===== config.mk =====
export PLATFORM = sky130hd
export DESIGN_NAME = regwin_ctrl
export DESIGN_NICKNAME = d
export VERILOG_FILES = /design/src/rtl/regwin_pkg.sv /design/src/rtl/regwin_bank.sv /design/src/rtl/regwin_xfer.sv /design/src/rtl/regwin_ctrl.sv
export SDC_FILE = /design/constraint.sdc
export NUM_CORES = 2
export LEC_CHECK = 0
export BUFFER_PORTS_ARGS = -buffer_cell sky130_fd_sc_hd__buf_4
export CORE_ASPECT_RATIO = 1.4
export CORE_MARGIN = 4
export CORE_UTILIZATION = 55
export DETAILED_ROUTE_END_ITERATION = 7
export PLACE_DENSITY = 0.81
export SKIP_LAST_GASP = 1
export SYNTH_ARGS = -nofsm -noshare
export SYNTH_HDL_FRONTEND = slang
export SYNTH_SLANG_ARGS = --single-unit

===== constraint.sdc =====
create_clock -name clk -period 6.4 [get_ports clk]
set_input_delay 0.64 -clock clk [delete_from_list [all_inputs] [get_ports clk]]
set_output_delay 0.64 -clock clk [all_outputs]
set_load 0.01 [all_outputs]

===== src/rtl/regwin_pkg.sv =====
package regwin_pkg;

    // role of the bank that is not executing
    typedef enum logic [1:0] {
        OB_EMPTY = 2'd0,   // holds no live window
        OB_SPILL = 2'd1,   // caller resident, dirty words draining to memory
        OB_SAVED = 2'd2,   // caller resident and identical to top frame
        OB_FILL  = 2'd3    // caller being reloaded from top frame
    } obank_e;

    typedef struct packed {
        logic store;   // spill word moves this cycle
        logic load;    // fill word moves this cycle
        logic done;    // spill found nothing left to store
    } xfer_evt_t;

    function automatic logic other_busy(input obank_e s);
        return (s == OB_SPILL) || (s == OB_FILL);
    endfunction

endpackage


===== src/rtl/regwin_bank.sv =====
module regwin_bank #(
    parameter int NREG = 16,
    parameter int DW   = 32,
    localparam int IW  = $clog2(NREG)
) (
    input  logic            clk,
    input  logic            rst,
    input  logic            we,
    input  logic [IW-1:0]   widx,
    input  logic [DW-1:0]   wdata,
    input  logic            ld,
    input  logic [IW-1:0]   lidx,
    input  logic [DW-1:0]   ldata,
    input  logic            clr_one,
    input  logic [IW-1:0]   cidx,
    input  logic            clr_all,
    input  logic [IW-1:0]   ridx_a,
    output logic [DW-1:0]   rdata_a,
    input  logic [IW-1:0]   ridx_b,
    output logic [DW-1:0]   rdata_b,
    output logic [NREG-1:0] dirty
);
    logic [DW-1:0] rf [NREG];

    always_ff @(posedge clk) begin
        if (we) rf[widx] <= wdata;
        if (ld) rf[lidx] <= ldata;
    end

    always_ff @(posedge clk) begin
        if (rst || clr_all) begin
            dirty <= '0;
        end else begin
            if (clr_one) dirty[cidx] <= 1'b0;
            if (we)      dirty[widx] <= 1'b1;
        end
    end

    assign rdata_a = rf[ridx_a];
    assign rdata_b = rf[ridx_b];

endmodule


===== src/rtl/regwin_xfer.sv =====
module regwin_xfer
    import regwin_pkg::*;
#(
    parameter int NREG = 16,
    parameter int DW   = 32,
    parameter int AW   = 16,
    localparam int IW  = $clog2(NREG)
) (
    input  obank_e          ostate,
    input  logic            idle,
    input  logic            hold,
    input  logic [NREG-1:0] dirty,
    input  logic [IW-1:0]   fptr,
    input  logic [AW-1:0]   sp,
    input  logic [DW-1:0]   spill_data,
    output logic [IW-1:0]   store_idx,
    output xfer_evt_t       evt,
    output logic            mem_req,
    output logic            mem_we,
    output logic [AW-1:0]   mem_addr,
    output logic [DW-1:0]   mem_wdata
);
    localparam logic [AW-1:0] FRAME = AW'(NREG);

    logic any_dirty;

    // lowest pending index wins, so stores go in ascending order
    always_comb begin
        store_idx = '0;
        for (int i = NREG - 1; i >= 0; i--) begin
            if (dirty[i]) store_idx = IW'(i);
        end
    end

    assign any_dirty = |dirty;

    always_comb begin
        evt.store = !hold && idle && (ostate == OB_SPILL) && any_dirty;
        evt.load  = !hold && idle && (ostate == OB_FILL);
        evt.done  = !hold && (ostate == OB_SPILL) && !any_dirty;
    end

    assign mem_req   = evt.store || evt.load;
    assign mem_we    = evt.store;
    assign mem_addr  = evt.store ? (sp + AW'(store_idx))
                                 : (sp - FRAME + AW'(fptr));
    assign mem_wdata = spill_data;

endmodule


===== src/rtl/regwin_ctrl.sv =====
module regwin_ctrl
    import regwin_pkg::*;
#(
    parameter int NREG = 16,
    parameter int DW   = 32,
    parameter int AW   = 16,
    parameter int DEPW = 16,
    localparam int IW  = $clog2(NREG)
) (
    input  logic          clk,
    input  logic          rst,
    input  logic [IW-1:0] rd_idx,
    output logic [DW-1:0] rd_data,
    input  logic          wr_en,
    input  logic [IW-1:0] wr_idx,
    input  logic [DW-1:0] wr_data,
    input  logic          call_req,
    input  logic          ret_req,
    input  logic          idle_slot,
    output logic          stall,
    output logic          mem_req,
    output logic          mem_we,
    output logic [AW-1:0] mem_addr,
    output logic [DW-1:0] mem_wdata,
    input  logic [DW-1:0] mem_rdata
);
    localparam logic [AW-1:0] FRAME = AW'(NREG);

    logic            cur;
    logic            oth;
    obank_e          ostate;
    logic [DEPW-1:0] depth;
    logic [AW-1:0]   sp;
    logic [IW-1:0]   fptr;

    logic            take_call, take_ret, ret_live;
    logic [IW-1:0]   store_idx;
    xfer_evt_t       evt;

    logic [DW-1:0]   rdata_a [2];
    logic [DW-1:0]   rdata_b [2];
    logic [NREG-1:0] dirty_v [2];

    assign oth       = ~cur;
    assign ret_live  = ret_req && !call_req && (depth > DEPW'(1));
    assign take_call = call_req && !other_busy(ostate);
    assign take_ret  = ret_live && (ostate != OB_FILL);
    assign stall     = (call_req && other_busy(ostate))
                     || (ret_live && (ostate == OB_FILL));

    for (genvar b = 0; b < 2; b++) begin : g_bank
        regwin_bank #(.NREG(NREG), .DW(DW)) u_bank (
            .clk     (clk),
            .rst     (rst),
            .we      (wr_en && (cur == 1'(b))),
            .widx    (wr_idx),
            .wdata   (wr_data),
            .ld      (evt.load && (oth == 1'(b))),
            .lidx    (fptr),
            .ldata   (mem_rdata),
            .clr_one (evt.store && (oth == 1'(b))),
            .cidx    (store_idx),
            .clr_all ((take_call && (oth == 1'(b))) || (take_ret && (cur == 1'(b)))),
            .ridx_a  (rd_idx),
            .rdata_a (rdata_a[b]),
            .ridx_b  (store_idx),
            .rdata_b (rdata_b[b]),
            .dirty   (dirty_v[b])
        );
    end

    assign rd_data = rdata_a[cur];

    regwin_xfer #(.NREG(NREG), .DW(DW), .AW(AW)) u_xfer (
        .ostate     (ostate),
        .idle       (idle_slot),
        .hold       (take_ret),
        .dirty      (dirty_v[oth]),
        .fptr       (fptr),
        .sp         (sp),
        .spill_data (rdata_b[oth]),
        .store_idx  (store_idx),
        .evt        (evt),
        .mem_req    (mem_req),
        .mem_we     (mem_we),
        .mem_addr   (mem_addr),
        .mem_wdata  (mem_wdata)
    );

    always_ff @(posedge clk) begin
        if (rst) begin
            cur    <= 1'b0;
            ostate <= OB_EMPTY;
            depth  <= DEPW'(1);
            sp     <= '0;
            fptr   <= '0;
        end else if (take_call) begin
            cur    <= oth;
            ostate <= OB_SPILL;
            depth  <= depth + DEPW'(1);
        end else if (take_ret) begin
            cur   <= oth;
            depth <= depth - DEPW'(1);
            if (ostate == OB_SAVED) sp <= sp - FRAME;
            if (depth > DEPW'(2)) begin
                ostate <= OB_FILL;
                fptr   <= '0;
            end else begin
                ostate <= OB_EMPTY;
            end
        end else begin
            if (evt.done) begin
                ostate <= OB_SAVED;
                sp     <= sp + FRAME;
            end
            if (evt.load) begin
                fptr <= fptr + IW'(1);
                if (fptr == IW'(NREG - 1)) ostate <= OB_SAVED;
            end
        end
    end

endmodule


==> Yosys cells after proc, flatten, opt, wreduce, memory -nomap -nowiden <==
Memory sizes are Yosys's and may differ from the RTL's.
Index checks and enable logic that the tools add are counted.
{ "word_totals": {"reg_bits": 71, "ramBits": 1024, "input_bits": 78, "out_inout_bits": 83, "word_cells": 151, "n_memories": 2} }
{ "op_classes": {"n_addsub": 7, "order_cmp": 8, "eq_ne": 7, "n_mux": 66, "n_bitwise": 9, "reduce_logical": 44} }
{ "mem_list": {"columns": ["name", "words", "width", "rd", "rd_ports_with_merged_regs", "wr", "line", "text"], "rows": [
  ["g_bank[0].u_bank.rf", 16, 32, 2, 0, 1, "regwin_bank.sv:23", "logic [DW-1:0] rf [NREG];"],
  ["g_bank[1].u_bank.rf", 16, 32, 2, 0, 1, "regwin_bank.sv:23", null]
]} }
{ "op_table": {"columns": ["cell", "n"], "rows": [
  ["$mux 32", 8],
  ["$mux 16", 15],
  ["$mux 4", 21],
  ["$reduce_or 32->1", 2],
  ["$add 16x4->16", 2],
  ["$and 16x16->16", 2],
  ["$or 16x16->16", 2],
  ["$logic_and 1x1->1", 24],
  ["$add 16x1->16 const B", 1],
  ["$add 16x5->16 const B", 1],
  ["$gt 16x1->1 const B", 1],
  ["$gt 16x2->1 const B", 1],
  ["$not 16->16", 1],
  ["$reduce_or 16->1", 1],
  ["$sub 16x1->16 const B", 1],
  ["$sub 16x5->16 const B", 1],
  ["$mux 1", 15],
  ["$lt 4x5->1 const B", 2],
  ["$mux 2", 5],
  ["$demux 1 s4", 2],
  ["$ge 4x1->1 const B", 2],
  ["$logic_or 1x1->1", 7],
  ["$reduce_and 3->1", 2],
  ["$reduce_bool 2->1", 3],
  ["11 further kinds", 19]
]} }

==> Longest topological paths before layout <==
{ "depth": {"word_depth": 31, "ltp_mapped": 15} }

==> Modules after synthesis <==
Synthesis repeated with hierarchy kept, for this count alone.
{ "hier_totals": {"cells_unflattened": 4166, "hier_area_um2": 65143.7} }
{ "modules_own_cells": {"columns": ["module", "instances", "cells_each", "area_per_inst_um2", "seq_area_each_um2"], "rows": [
  ["regwin_bank (g_bank[0].u_bank)", 1, 1806, 30261.5, 15695.1],
  ["regwin_bank (g_bank[1].u_bank)", 1, 1806, 30257.8, 15695.1],
  ["regwin_ctrl", 1, 378, 3295.7, 700.7],
  ["regwin_xfer", 1, 176, 1328.8, 0.0]
]} }

==> Least setup slack after synthesis <==
OpenSTA, ideal clock, no wires.
{ "synth_timing": {"path_type": "reg-to-reg", "startpoint": "register cur", "endpoint": "memory g_bank[1].u_bank.rf[3][0], enable pin", "setup_time_ns": 0.421, "arrival_ns": 3.190, "path_slack_ns": 2.789, "path_stages_with_launch": 9, "path_buffers": 6, "synth_period_minus_slack_ns": 3.611, "path_cell_list": "dfxtp_1 > buf_2 > buf_2 > buf_2 > clkbuf_1 > clkbuf_1 > clkbuf_1 > a31oi_1 > nor2_1"} }
{ "synth_between": {"elab_chain_cells": 6} }
{ "synth_lines": {"columns": ["item", "line", "text"], "rows": [
  ["from (decl)", "regwin_ctrl.sv:29", "logic cur;"],
  ["from (signal assigned)", "regwin_ctrl.sv:98", "cur <= oth;"],
  ["from (signal assigned)", "regwin_ctrl.sv:102", "cur <= oth;"],
  ["$not 1->1", "regwin_ctrl.sv:44", "assign oth = ~cur;"],
  ["$logic_and 1x1->1", "regwin_ctrl.sv:58", ".ld (evt.load && (oth == 1'(b))),"],
  ["$mux 1", "regwin_bank.sv:27", "if (ld) rf[lidx] <= ldata;"],
  ["$mux 1 (implied by the code)", "regwin_bank.sv:27", null],
  ["$reduce_or 32->1 (no line)", null, null],
  ["$mux 4 (no line) or $mux 1 (tied branches)", null, null],
  ["to (decl)", "regwin_bank.sv:23", null]
]} }
Several ways; a longest one is shown, not always the timed one.

==> Worst setup path after layout <==
{ "layout_timing": {"startpoint": "register cur", "endpoint": "output port mem_wdata[12]"} }
{ "layout_between": {"elab_chain_cells": 25} }
{ "layout_lines": {"columns": ["item", "line", "text"], "rows": [
  ["$not 1->1 (*)", "regwin_ctrl.sv:44", null],
  ["$not 1->2 (implied by the code) (*)", "regwin_ctrl.sv:78, regwin_ctrl.sv:81", null],
  ["$mux 16 (implied by the code) (3 in a row)", "regwin_ctrl.sv:78", ".dirty (dirty_v[oth]),"],
  ["$mux 4 (16 in a row)", "regwin_xfer.sv:31", "if (dirty[i]) store_idx = IW'(i);"],
  ["$mem_v2 16x32", null, null],
  ["$mux 32 (implied by the code) (*) (3 in a row)", "regwin_ctrl.sv:81", ".spill_data (rdata_b[oth]),"],
  ["to (decl)", "regwin_ctrl.sv:24", "output logic [DW-1:0] mem_wdata,"]
]} }
Every way passes the cells marked *; elsewhere a longest branch is shown, timed or not. The select of a mux whose other input is x is not followed.

==> results by group <==
Pwr
  – Standby leakage power: 20.57 nW
  – Sw Share: a little over two fifths
  – PwrDens: roughly 470 nW/um^2
  – Power, Total: ~28 mW
  – Power Internal: roughly 16 mW
  – Reg power frac: 29.5%
  – Switching Power: 11.72 mW
  – Peak VDD IR: about 520 uV
  – Power share of the clock group: a little under a quarter
  – Comb pwr share: about 47%

Timing
  – Setup TNS: 0 ns
  – Worst Max-Slew Pin Slew: approximately 1.4 ns
  – Clk_skew: ~0.037 ns
  – Final Hold Viols: 0
  – Final Max Slew Viols: 0
  – Final period utilization: 95.30%
  – Final Critical Period: 6.099 ns
  – F_max: 0.1640 GHz
  – Final worst slack: roughly 0.30 ns
  – Fin Hold WS: between 0.3 and 0.4 ns
  – Final setup vio count: 0
  – RSZ-0062 raised after global routing: false
  – Rel. slew slack: just under 8%

Cells and area
  – Final non-filler cell total: a little over 5,000
  – Core Util, Final: ~62%
  – Area Growth Syn to Fin: 12.35%
  – Area of the multi-input gates: slightly below 20,000 um^2
  – Ratio of cells with drive above 1 in the final layout: 21.01%
  – Most common library cell in the layout ignoring fill and taps: edfxtp_1
  – Commonest cells after routing, fill and taps aside: edfxtp_1 (1,024), nand2_1 (698), mux4_2 (320), mux2i_1 (265), buf_4 (248)
  – Filler cells: approximately 6,500
  – FF/Latch Area: between 30,000 and 40,000 um^2
  – Finished Cell Area: 58,800 um^2
  – Final nets: roughly 3,900

Route
  – Routed via count: 38,380
  – Wire per inst: approximately 34 um
  – DRT iter0 DRCs: about 6,500
  – Vias/cell: between 7 and 8
  – Final ANT Viol Nets: 0
  – Initial DRT Pass Iterations: 7
  – DRC: 0
  – Routed wire length: between 150,000 and 200,000 um

Place
  – Minimum setup slack after placement: 0.9320 ns
  – GP Congestion: 1.015
  – Placed cell count: 4,952
  – Port bufs: 160
  – Dpl hpwl: about 110,000 um
  – Dpl cell area: 55,260 um^2

Floorplanning
  – Die X: approximately 270 um
  – Starting Density: around 56%
  – Vert. Die Dim: between 300 and 400 um
  – # rows: around 130
  – Core region area: ~94,000 um^2
  – DIE AREA: approximately 100,000 um^2
  – # IOs: approximately 160

Hold path
  – Hold WC Path Type: input port to flip-flop

Global route
  – Global-route usage over all layers: a little over a third
  – Global-route wire length before repair: around 250,000 um
  – Vias in the first global route: between 30,000 and 40,000
  – Largest net degree at the start of global routing: ~100
  – Initial antenna violation count: 7
  – Overflow after GRT: 0

Clocking
  – Post-CTS Hold Buffers: 0
  – Clk_lat worst skew: a little over 0.7 ns
  – Root Buffer: clkbuf_16
  – CTS Buf Count: 102
  – CTS clk-pin slew, worst paths: about 0.060 ns
  – CTS max path bufs: 3
  – Number of clock sinks: 1,091
  – H-tree depth: 3
  – CTS tree: built

Setup path
  – Critical path required time: 5.76 ns
  – Crit start category: flip-flop
  – Crit path DAT: roughly 5.5 ns
  – Worst Path Max Fanout: 50
  – Crit. End Element: primary output
  – R2r setup slk: roughly 1.5 ns
  – Crit Path Class: flip-flop to primary output

Run
  – # Max-Cap Violations: 0

Synthesis
  – Sequential fraction of the synthesis area: just over 60%
  – Number of synthesized flops with an enable pin: ~1,000
  – Synth cell types: 74
  – Async set or reset register ratio after synthesis: 0%
  – Synth Flop Type: edfxtp_1
  – Synth Register Bits: around 1,100
  – Syn_area_per_cell: 13.96 um^2
  – Syn Nets: 3,833
  – Yosys warns: 0
  – Mapped Area: 52,340 um^2
  – Gate Count Post-Synth: ~3,700

Run status
  – Status: finished clean
==> power by group through the flow <==
stage / combinational, mW / sequential [mW] / clock, mW
floorplan: 7.40 / 8.23 / 0
global placement: 12.3 / 8.27 / 0
detailed placement: 12.4 / 8.28 / 0
CTS: 12.5 / 8.13 / 6.40
global route: 13.3 / 8.15 / 6.71
finish: 13.0 / 8.14 / 6.43
==> Yosys cell counts (6+ instances only) <==
library cell	instances	area, um^2
edfxtp_1	1024	30750
nand2_1	704	2643
mux4_2	320	7207
mux2i_1	265	2653
a21oi_1	210	1051
clkbuf_1	176	660.6
nor2_1	126	473.0
nand3_1	115	575.6
o22ai_1	95	594.3
dfxtp_1	67	1341
o21ai_0	63	315.3
nor4_1	60	375.4
buf_2	46	230.2
buf_1	42	157.7
o221ai_1	34	297.8
a31oi_1	33	206.5
a22oi_1	32	240.2
nor3_1	30	150.1
xor2_1	25	219.0
and3_1	22	137.6
nand4_1	17	106.4
a2111oi_0	15	131.4
a211oi_1	15	112.6
a221oi_1	15	131.4
inv_1	14	52.55
xnor2_1	13	113.9
nand2b_1	12	75.07
nor3b_1	12	90.09
or3_1	12	75.07
o211ai_1	9	67.56
buf_6	8	90.09
o2bb2ai_1	8	70.07
ha_1	7	87.58
nor2b_1	7	43.79
a221o_1	6	60.06
a221oi_2	6	90.09
and2_1	6	37.54
o21ai_1	6	30.03
or2_2	6	37.54
==> layout make-up <==
type                       count  share of cell area (%)
multi-input combinational   2368                   33.06
clock inverter                67                   1.366
sequential                  1091                   54.58
inverter                      16                  0.1043
clock buffer                 125                   4.613
timing repair buffer         264                   3.679
antenna                        3                 0.01277
tap                         1215                   2.585
==> timing repair <==
| action | in CTS | in global routing |
|---|---|---|
| setup buffers | 0 | 2 |
| setup endpoints to repair | 0 | 1 |
| resized for setup | 0 | 1 |
==> state kept, by name, summed over array words and instances, names as in the netlist <==
name and cells:
g_bank.u_bank.rf 1024, g_bank.u_bank.dirty 32, depth 16, sp 12
fptr 4, ostate 2, cur 1
==> layer usage <==
metal  vias up  part of all wire, %  track usage, %
li1      14970                    -               -
met1     18470                   31           43.18
met2      3887                   45           51.98
met3      1045                   16           10.69
met4         8                  9.2           24.69
met5         -                0.028               0
==> worst paths after layout <==
path                             start                         end  cells past startpoint
min                           call_req                   ostate[0]                      3
min reg2reg  g_bank[0].u_bank.dirty[9]   g_bank[0].u_bank.dirty[9]                      2
max reg2reg                        cur  g_bank[0].u_bank.rf[4][27]                      8
max                                cur               mem_wdata[12]                     11
==> critical path, cell delays in order (launching register included) <==
cell and delay [ns]:
dfxtp_4 0.43, buf_4 0.60, nor2b_1 0.21, a32oi_1 0.13
o21ai_1 0.40, o211a_4 0.76, buf_4 0.52, mux2i_1 0.23
o22ai_1 0.12, a2111oi_1 0.73, a22oi_1 0.35, buf_4 0.25
==> logic make-up after synthesis <==
logic type,Yosys count,share of synthesized area [%]
simple gates,1142,9.409
flops,1091,61.31
compound gates,595,7.310
mux,586,18.86
buf+inv,289,2.304
xor+xnor,38,0.6359
fa+ha+maj,7,0.1673
Power figures use the tool's default switching activity.
